File: config.mk
export PLATFORM = sky130hd
export DESIGN_NAME = fp32_pred_cmp
export DESIGN_NICKNAME = d
export VERILOG_FILES = /design/src/rtl/fp32_pred_cmp.sv
export SDC_FILE = /design/constraint.sdc
export NUM_CORES = 1
export LEC_CHECK = 0
export ABC_CLOCK_PERIOD_IN_PS = 2150
export BUFFER_PORTS_ARGS = -buffer_cell sky130_fd_sc_hd__buf_2
export CELL_PAD_IN_SITES_DETAIL_PLACEMENT = 0
export CELL_PAD_IN_SITES_GLOBAL_PLACEMENT = 2
export CORE_MARGIN = 1
export CORE_UTILIZATION = 18
export DETAILED_ROUTE_END_ITERATION = 7
export PLACE_DENSITY_LB_ADDON = 0.12
export SYNTH_ARGS = -nofsm -noshare
export SYNTH_HDL_FRONTEND = slang
export SYNTH_SLANG_ARGS = --single-unit
File: constraint.sdc
create_clock -name clk -period 2.15 [get_ports clk]
set_input_delay 0.1075 -clock clk [delete_from_list [all_inputs] [get_ports clk]]
set_output_delay 0.1075 -clock clk [all_outputs]
set_load 0.005 [all_outputs]
File: src/rtl/fp32_pred_cmp.sv
module fp32_pred_cmp #(
  parameter int VEC_W  = 128,
  parameter int LANE_W = 32,
  parameter int EXP_W  = 8,
  parameter int IMM_W  = 8,
  parameter int PRED_W = 3
) (
  input  logic             clk,
  input  logic             rst,
  input  logic             in_valid,
  input  logic [VEC_W-1:0] src_a,
  input  logic [VEC_W-1:0] src_b,
  input  logic [IMM_W-1:0] imm,
  output logic             out_valid,
  output logic [VEC_W-1:0] result
);
  localparam int MAN_W = LANE_W - EXP_W - 1;
  localparam int MAG_W = LANE_W - 1;

  logic [LANE_W-1:0] a, b;
  logic [PRED_W-1:0] code;
  logic nan_a, nan_b, unord, zeros, mag_eq, mag_lt, eq, lt, hit;
  logic unused_bits;

  assign a    = src_a[LANE_W-1:0];
  assign b    = src_b[LANE_W-1:0];
  assign code = imm[PRED_W-1:0];
  assign unused_bits = ^{src_b[VEC_W-1:LANE_W], imm[IMM_W-1:PRED_W]};

  assign nan_a  = (&a[MAG_W-1:MAN_W]) && (|a[MAN_W-1:0]);
  assign nan_b  = (&b[MAG_W-1:MAN_W]) && (|b[MAN_W-1:0]);
  assign unord  = nan_a | nan_b;
  assign zeros  = (a[MAG_W-1:0] == '0) && (b[MAG_W-1:0] == '0);
  assign mag_eq = a[MAG_W-1:0] == b[MAG_W-1:0];
  assign mag_lt = a[MAG_W-1:0] <  b[MAG_W-1:0];

  assign eq = !unord && (zeros || (a == b));

  always_comb begin
    lt = 1'b0;
    if (!unord && !zeros) begin
      unique case ({a[LANE_W-1], b[LANE_W-1]})
        2'b10:   lt = 1'b1;
        2'b01:   lt = 1'b0;
        2'b00:   lt = mag_lt;
        default: lt = !mag_lt && !mag_eq;
      endcase
    end
  end

  always_comb begin
    unique case (code)
      3'd0: hit = eq;
      3'd1: hit = lt;
      3'd2: hit = lt | eq;
      3'd3: hit = unord;
      3'd4: hit = !eq;
      3'd5: hit = !lt;
      3'd6: hit = !(lt | eq);
      default: hit = !unord;
    endcase
  end

  always_ff @(posedge clk) begin
    if (rst) out_valid <= 1'b0;
    else     out_valid <= in_valid;
    if (rst)
      result <= '0;
    else if (in_valid)
      result <= {src_a[VEC_W-1:LANE_W], {LANE_W{hit}}};
  end

  p_valid_rise_r10: assert property (@(posedge clk) disable iff (rst)
    in_valid |=> out_valid);
  p_valid_idle_r10: assert property (@(posedge clk) disable iff (rst)
    !in_valid |=> !out_valid && $stable(result));
  p_upper_pass_r9: assert property (@(posedge clk) disable iff (rst)
    in_valid |=> result[VEC_W-1:LANE_W] == $past(src_a[VEC_W-1:LANE_W]));
  p_full_mask_r5: assert property (@(posedge clk) disable iff (rst)
    out_valid |-> (result[LANE_W-1:0] == '0 || result[LANE_W-1:0] == '1));
  p_nan_eq_false_r6: assert property (@(posedge clk) disable iff (rst)
    in_valid && nan_a && code == 3'd0 |=> result[LANE_W-1:0] == '0);
  p_nan_neq_true_r6: assert property (@(posedge clk) disable iff (rst)
    in_valid && nan_b && code == 3'd4 |=> result[LANE_W-1:0] == '1);
  p_zero_equal_r7: assert property (@(posedge clk) disable iff (rst)
    in_valid && a[MAG_W-1:0] == '0 && b[MAG_W-1:0] == '0 && code == 3'd0
    |=> result[LANE_W-1:0] == '1);
endmodule

# Yosys cells after proc, flatten, opt, wreduce, memory -nomap -nowiden

Index checks and enable logic that the tools add are counted.
W data, S select, Z words.

Input bits: 267
Flip-flop bits (word level): 129
Output and inout bits: 129
Word-level logic and storage cells: 40

Order comparisons: 1
Reduce and logical (&&, ||, !) cells: 22
Bitwise operators: 2
Equal/unequal tests: 10
Muxes and demuxes: 3

Operators with widths:

| operator             | count |
|---|---|
| $logic_not A31 Y1    | 2 |
| $reduce_or A23 Y1    | 2 |
| $eq A32 B32 Y1       | 1 |
| $eq A31 B31 Y1       | 1 |
| $lt A31 B31 Y1       | 1 |
| $reduce_and A8 Y1    | 2 |
| $eq A3 B3 Y1 const B | 3 |
| $logic_not A1 Y1     | 7 |
| $pmux W1 S7          | 1 |
| $eq A3 B2 Y1 const B | 2 |
| $logic_and A1 B1 Y1  | 6 |
| $eq A3 B1 Y1 const B | 1 |
| $logic_not A3 Y1     | 1 |
| $pmux W1 S3          | 1 |
| $eq A2 B1 Y1 const B | 1 |
| $eq A2 B2 Y1 const B | 1 |
| $logic_not A2 Y1     | 1 |
| $or A1 B1 Y1         | 2 |
| $logic_or A1 B1 Y1   | 1 |
| $mux W1              | 1 |

# Depth between registers and ports, before layout

Gate-level depths: netlist of the first run.

Depth in word-level cells: 9
Gate-level depth with buffers: 10
Gate-level depth less buffers: 10

# Worst setup path before layout of the first run

No wires, ideal clock.

Path kind: input -> register
Start: input src_b[29]
End: register result[31]
Buffers on the path: 0
Stages on the path: 10
Required time: 2.033 ns
Setup time: 0.117 ns
Path slack: 0.029 ns
Arrival: 2.003 ns
Cells stage by stage: inv_1 ha_1 a21oi_1 nand2_1 a221oi_1 o21ai_1 or4b_4 a311oi_2 mux2i_1 nand2_1

Longest elaborated chain between the ends: 9
Elaborated cells between the ends (all ways): 23
Classes of those cells: 1 x order compare; 2 x eq/ne; 3 x mux; 2 x bitwise; 15 x reduce/logical

Ends and longest elaborated chain:

| item                                                                   | RTL line | text |
|---|---|---|
| from (decl)                                                            | 12       | `input logic [VEC_W-1:0] src_b,` |
| parallel branches: the longest is 8 deep, another holds $lt A31 B31 Y1 | n/a      |  |
| $pmux W1 S7 (*)                                                        | 52       | `unique case (code)` |
| to (signal assigned)                                                   | 70       | `result <= {src_a[VEC_W-1:LANE_W], {LANE_W{hit}}};` |
| to (decl)                                                              | 15       | `output logic [VEC_W-1:0] result` |

Mark *: on every way between the ends.
A chain may end at the register's enable or synchronous reset.

# Worst setup path after layout of the first run

Start: input src_b[30]
End: register result[31]

Same word-level chain as after synthesis.

==> results of run 1 <==
-- area by class of cell --
type / count / area, µm² / share of cell area (%)
Timing Repair Buffer: 443 / 2860 / 35.3
Multi-Input combinational cell: 326 / 2440 / 30.2
Sequential cell: 98 / 1960 / 24.2
Tap cell: 335 / 419 / 5.18
Clock buffer: 9 / 225 / 2.78
Inverter: 36 / 135 / 1.67
Clock inverter: 6 / 50.0 / 0.618
-- cell families after synthesis --
kind of cell | Yosys count
adders and majority gates | 34
AOI/OAI and AO/OA | 35
muxes | 97
DFF | 98
buffers and inverters | 89
and+or+nand+nor | 160
-- cell usage in the layout (no fill, tap or decap), types with 3 or more instances in the layout --
master,netlist,routed
buf_12,0,3
dlygate4sd3_1,0,91
nand3_1,4,4
mux2i_1,97,97
ha_1,34,30
clkbuf_16,0,9
buf_2,0,292
nand4_1,13,13
dfxtp_1,98,98
buf_4,33,57
o21ai_0,5,4
inv_1,36,36
nor2_1,103,103
a21oi_2,0,4
clkinvlp_4,0,4
nand2_1,12,12
ha_4,0,4
a21oi_1,13,9
nor3_1,5,4
nor4_1,15,14
-- final timing paths --
kind | startpoint | to | slack (ps) | depth (start not counted)
max reg2reg | result[31] | result[31] | 1200 | 4
min | src_a[37] | result[37] | 20 | 3
min reg2reg | result[58] | result[58] | 490 | 2
max | src_b[30] | result[31] | 150 | 11
-- stage by stage --
step                TNS (ps)  area (µm²)  instances
global placement        -301        6790       1145
floorplan                  0        4760        513
global route               0        8100       1253
finish                     0        8100       1253
CTS                        0        7970       1251
detailed placement      -313        6790       1145
-- worst max-delay path, cell delays in order --
cell	delay [ps]
buf_2	110
inv_1	50
ha_1	280
nand4_1	170
nor3_2	90
a221oi_2	230
o21ai_2	100
or4b_4	540
a311oi_2	300
mux2i_1	200
nand2_1	50
-- cells in the mapped netlist, drive strengths merged --
library cell | n | share of area [%]
ha | 34 | 8.9
nand2 | 12 | 0.95
nand3 | 4 | 0.42
a32oi | 1 | 0.18
nor3b | 2 | 0.32
nor3 | 5 | 0.53
clkbuf | 11 | 0.87
a21boi | 1 | 0.16
buf | 42 | 5.9
a311oi | 2 | 0.50
nand4 | 13 | 1.7
nor2b | 2 | 0.26
or2b | 1 | 0.18
a221oi | 1 | 0.18
o221a | 1 | 0.24
nor2 | 103 | 8.1
nor4 | 15 | 2.0
or2 | 1 | 0.13
o21ai | 7 | 0.74
or4b | 1 | 0.29
inv | 36 | 2.8
o211ai | 1 | 0.16
a22oi | 1 | 0.16
mux2i | 97 | 20
dfxtp | 98 | 41
and4 | 1 | 0.18
a21oi | 13 | 1.4
a31oi | 3 | 0.39
o21a | 2 | 0.32
a211oi | 2 | 0.32
-- metal layers --
metal	track usage, %	share of wire, %
met5	0	0
met4	4.13	1.8
met3	3.64	7.8
met2	21.0	50
met1	12.5	41
-- power breakdown --
| group | internal [mW] | switching [mW] | leakage, nW |
|---|---|---|---|
| sequential | 1.92 | 0.0516 | 0.810 |
| clock | 0.792 | 0.771 | 0.122 |
| combinational | 0.573 | 0.433 | 3.31 |
| total | 3.29 | 1.25 | 4.24 |
-- timing repair --
action | CTS | global route
gates resized for setup | 0 | 17
endpoints found under the hold margin | 91 | 0
hold buffers | 91 | 0
buffers inserted | 0 | 2
endpoints found under the setup margin | 0 | 1
-- state kept, by name (all words and copies together) (netlist names) --
name	cells
out_valid	1
result	97
==> flow_summary.ini, run 1 <==
[status]
outcome = finished clean

[pwr]
peakVddDrop_mv = 0.277
cellPowerDensity_nw_per_um2 = 561
power_mw = 4.54
power.leakage_nw = 4.24

[synthesis]
syn_nets = 814
syn_inst = 513
yosys.area_share.xor_xnor_pct = 0
yosys_warnings = 0
synth_top_family_by_area = multiplexers
syn_avg_cell_area_um2 = 9.27
synth_compound_area_share_pct = 4.71
synth_area_um2 = 4760
synth_seq_cells = 98
ys_types = 33
synth_adder_area_share_pct = 8.94
synth-seq-area-share_pct = 41.2
synth-simple-area-share_pct = 15.1
synthMuxAreaShare_pct = 20.4

[drt]
routedWlPerCell_um = 12.9
vias = 4930
drc = 0
drt_iter0_drc = 130
ant_nets = 0
drt-total-wl_um = 16200
drt_first_pass_iters = 4
vias_per_cell = 3.93

[grt]
antenna_found_initial = 0
grt_max_degree = 70
grt.total_usage_pct = 11.6
grt_pass1_vias = 4870
grt_pass1_wl_um = 24300
overflow = 0

[layout]
diodes = 0
final_util_pct = 31.2
area_growth_pct = 70.2
nets = 1215
layout-drive-gt1-share_pct = 42.3
nFillCells = 2725

[job]
cap_viol_max_count = 0

[clocking]
root_buffer = clkbuf_16
numCtsBuffers = 9
htree_levels = 3
cts_buffer_depth = 2
cts_tree = yes
cts_num_sinks = 98
path_clk_slew_ps = 70
clk_latency_ps = 340

[timing]
fin_skew_ps = 0
fmax_ghz = 0.501
slew_headroom_pct = 69.7
post-route-period-util_pct = 92.9
whs_ps = 17.9
fin_crit_ps = 2000
hold_violations = 0
setup_violations = 0
tightest_slew_ps = 450
fin_ws_ps = 153
rsz0062_at_grt = false
report.final.slew_viol_count = 0

[floorplan]
core_area_um2 = 26000
num_rows = 59
die_h_um = 165
die_x_um = 165
start_util_pct = 18.3
die-area_um2 = 27100
io_pins = 396

[critical_path]
crit_type = primary input to flip-flop
cp.arrival_ps = 2240
path_max_fanout = 3
crit_path_start_kind = primary input
worstPathRequired_ps = 2390
cp-end-kind = flip-flop

[placed_design]
post-place-ws_ps = -313
io_buffers = 294
place_hpwl_um = 12600
place_congestion = 0.853

[min_path]
hp-class = primary input to flip-flop
(Power assumes the default switching activity.)
==> inputs of run 2 (changes only) <==
==> constraint.sdc (replaced) <==
create_clock -name clk -period 2.15 [get_ports clk]
set_input_delay 0.3225 -clock clk [delete_from_list [all_inputs] [get_ports clk]]
set_output_delay 0.3225 -clock clk [all_outputs]
set_load 0.005 [all_outputs]
==> run 2 against run 1 <==
Net effect: via count is 6.5% lower; highest routed layer unchanged; clock skew stayed put; critical path type unchanged; sequential cell count stayed put; non-clock buffer count is 94 lower; sequential share of layout area is 1.7 points higher.
==> flow_summary.ini, run 2 (synthesized netlist as in run 1, its figures left out) <==
[min_path]
hold_end = result[63]
min-delay-start = src_a[63]
hp-class = primary input to flip-flop
hold_path_depth = 3

[grt]
antenna_found_initial = 1
grt_pass1_wl_um = 24200
grt_use_met3_pct = 4.37
grt_max_degree = 62
grt.total_usage_pct = 11.8
grt.busiest_layer = met2
grt_use_met1_pct = 13.6
grt_use_met2_pct = 20.4
grt_pass1_vias = 4426
overflow = 0

[layout]
layout_common_cells = buf_2, nor2_1, dfxtp_1
final_util_pct = 29.2
layout-drive-gt1-share_pct = 51.8
top_regs = result (97), out_valid (1)
fin_area_um2 = 7580
nets = 1121
area_growth_pct = 59.3
max_flop_register = result
nFillCells = 2771
final_common_cell = buf_2
largest_register_ffs = 97

[timing]
fin_ws_ps = 11.6
whs_ps = 197
post-route-period-util_pct = 99.5
tightest_slew_ps = 729
fmax_ghz = 0.468
slew_headroom_pct = 51.4
report.final.slew_viol_count = 0
rsz0062_at_grt = true
setup_violations = 0
fin_crit_ps = 2140
fin_skew_ps = 0
hold_violations = 0

[critical_path]
worstPathRequired_ps = 2390
path_max_fanout = 3
cp-end-kind = flip-flop
cp.arrival_ps = 2380
ff2ff_path_depth = 3
crit_type = primary input to flip-flop
regToRegSetupSlack_ps = 910
r2r-end = result[31]
crit_path_start_kind = primary input
rr_startpoint = result[31]

[floorplan]
io_pins = 396
num_rows = 59
die_x_um = 165
die_h_um = 165
core_area_um2 = 26000
die-area_um2 = 27100
start_util_pct = 18.3

[pwr]
internal-power_mw = 3.28
peakVddDrop_mv = 0.419
power_mw = 4.59
switchingPower_mw = 1.30
clkPwrFrac_pct = 36.0
pwr-share-seq_pct = 43.2
pwr-share-comb_pct = 20.7
power.leakage_nw = 3.89
cellPowerDensity_nw_per_um2 = 605
swShare_pct = 28.4

[placed_design]
place_congestion = 0.778
dpl_cell_area_um2 = 6980
place_hpwl_um = 13000
post-place-ws_ps = -489
io_buffers = 294

[drt]
drt_first_pass_iters = 4
vias = 4609
drt-total-wl_um = 16500
ant_nets = 0
drt_iter0_drc = 124
vias_per_cell = 3.97
drc = 0
routedWlPerCell_um = 14.2

[clocking]
clk_latency_ps = 340
cts_buffer_depth = 2
path_clk_slew_ps = 80
root_buffer = clkbuf_16
cts_num_sinks = 98
numCtsBuffers = 9
htree_levels = 3
cts_tree = yes

[job]
cap_viol_max_count = 0

[status]
outcome = finished clean
[run 2: cell types whose count changed in the layout (fill, tap and decap cells not counted), sizes merged]
cell / delta
clkinvlp: -3
clkbuf: +1
clkinv: +1
buf: -3
diode: +1
inv: +2
dlygate4sd3: -91
[run 2: stage by stage]
step | setup TNS [ps] | std cells
global placement | -508 | 1140
detailed placement | -489 | 1140
floorplan | -71.9 | 513
finish | 0 | 1161
global route | -75.9 | 1160
CTS | 0 | 1159
[run 2: area by class of cell]
| type | instances | area [µm²] | share of cell area [%] |
|---|---|---|---|
| inverter | 36 | 163 | 2.15 |
| clock inverter | 6 | 56.3 | 0.743 |
| tap | 335 | 419 | 5.53 |
| timing repair buffer | 349 | 2020 | 26.6 |
| clock buffer | 10 | 239 | 3.15 |
| multi-input combinational | 326 | 2720 | 35.9 |
| sequential | 98 | 1960 | 25.9 |
| antenna | 1 | 2.50 | 0.0330 |
[run 2: worst max-delay path by stage]
stage	from	end	slack (ps)	depth (start not counted)
6_report	src_b[12]	result[31]	10	11
4_1_cts	src_a[1]	result[31]	2	10
3_5_place_dp	src_b[16]	result[31]	-490	11
5_1_grt	src_b[6]	result[31]	-80	12
2_1_floorplan	src_b[16]	result[31]	-70	10
3_3_place_gp	src_b[16]	result[31]	-510	11
[run 2: critical path, stage by stage]
cell      delay, ps
buf_6           100
inv_4            50
ha_4            200
nand4_1         190
inv_1            80
a22oi_2         220
a31oi_4         120
or4b_4          520
a311oi_2        290
mux2i_1         210
nand2_1          70
[run 2: layer usage]
layer / up-vias / routed length, µm
li1: 2333 / -
met1: 2089 / 6910
met2: 180 / 8090
met3: 7 / 1400
met4: 0 / 136
met5: - / 0
[run 2: what timing repair did]
action,4_1_cts,5_1_grt
gates cloned,0,0
setup endpoints to repair,1,1
gates resized for setup,24,28
pin swaps,13,17
setup buffers,3,1
hold buffers,0,0
[run 2: power by group through the flow]
stage          sequential, mW  combinational, mW  clock (mW)
2_1_floorplan            2.04              0.443           0
3_3_place_gp             2.02              0.906           0
3_5_place_dp             2.02              0.908           0
4_1_cts                  1.98              0.934        1.75
5_1_grt                  2.00               1.06        1.83
6_report                 1.98              0.951        1.65
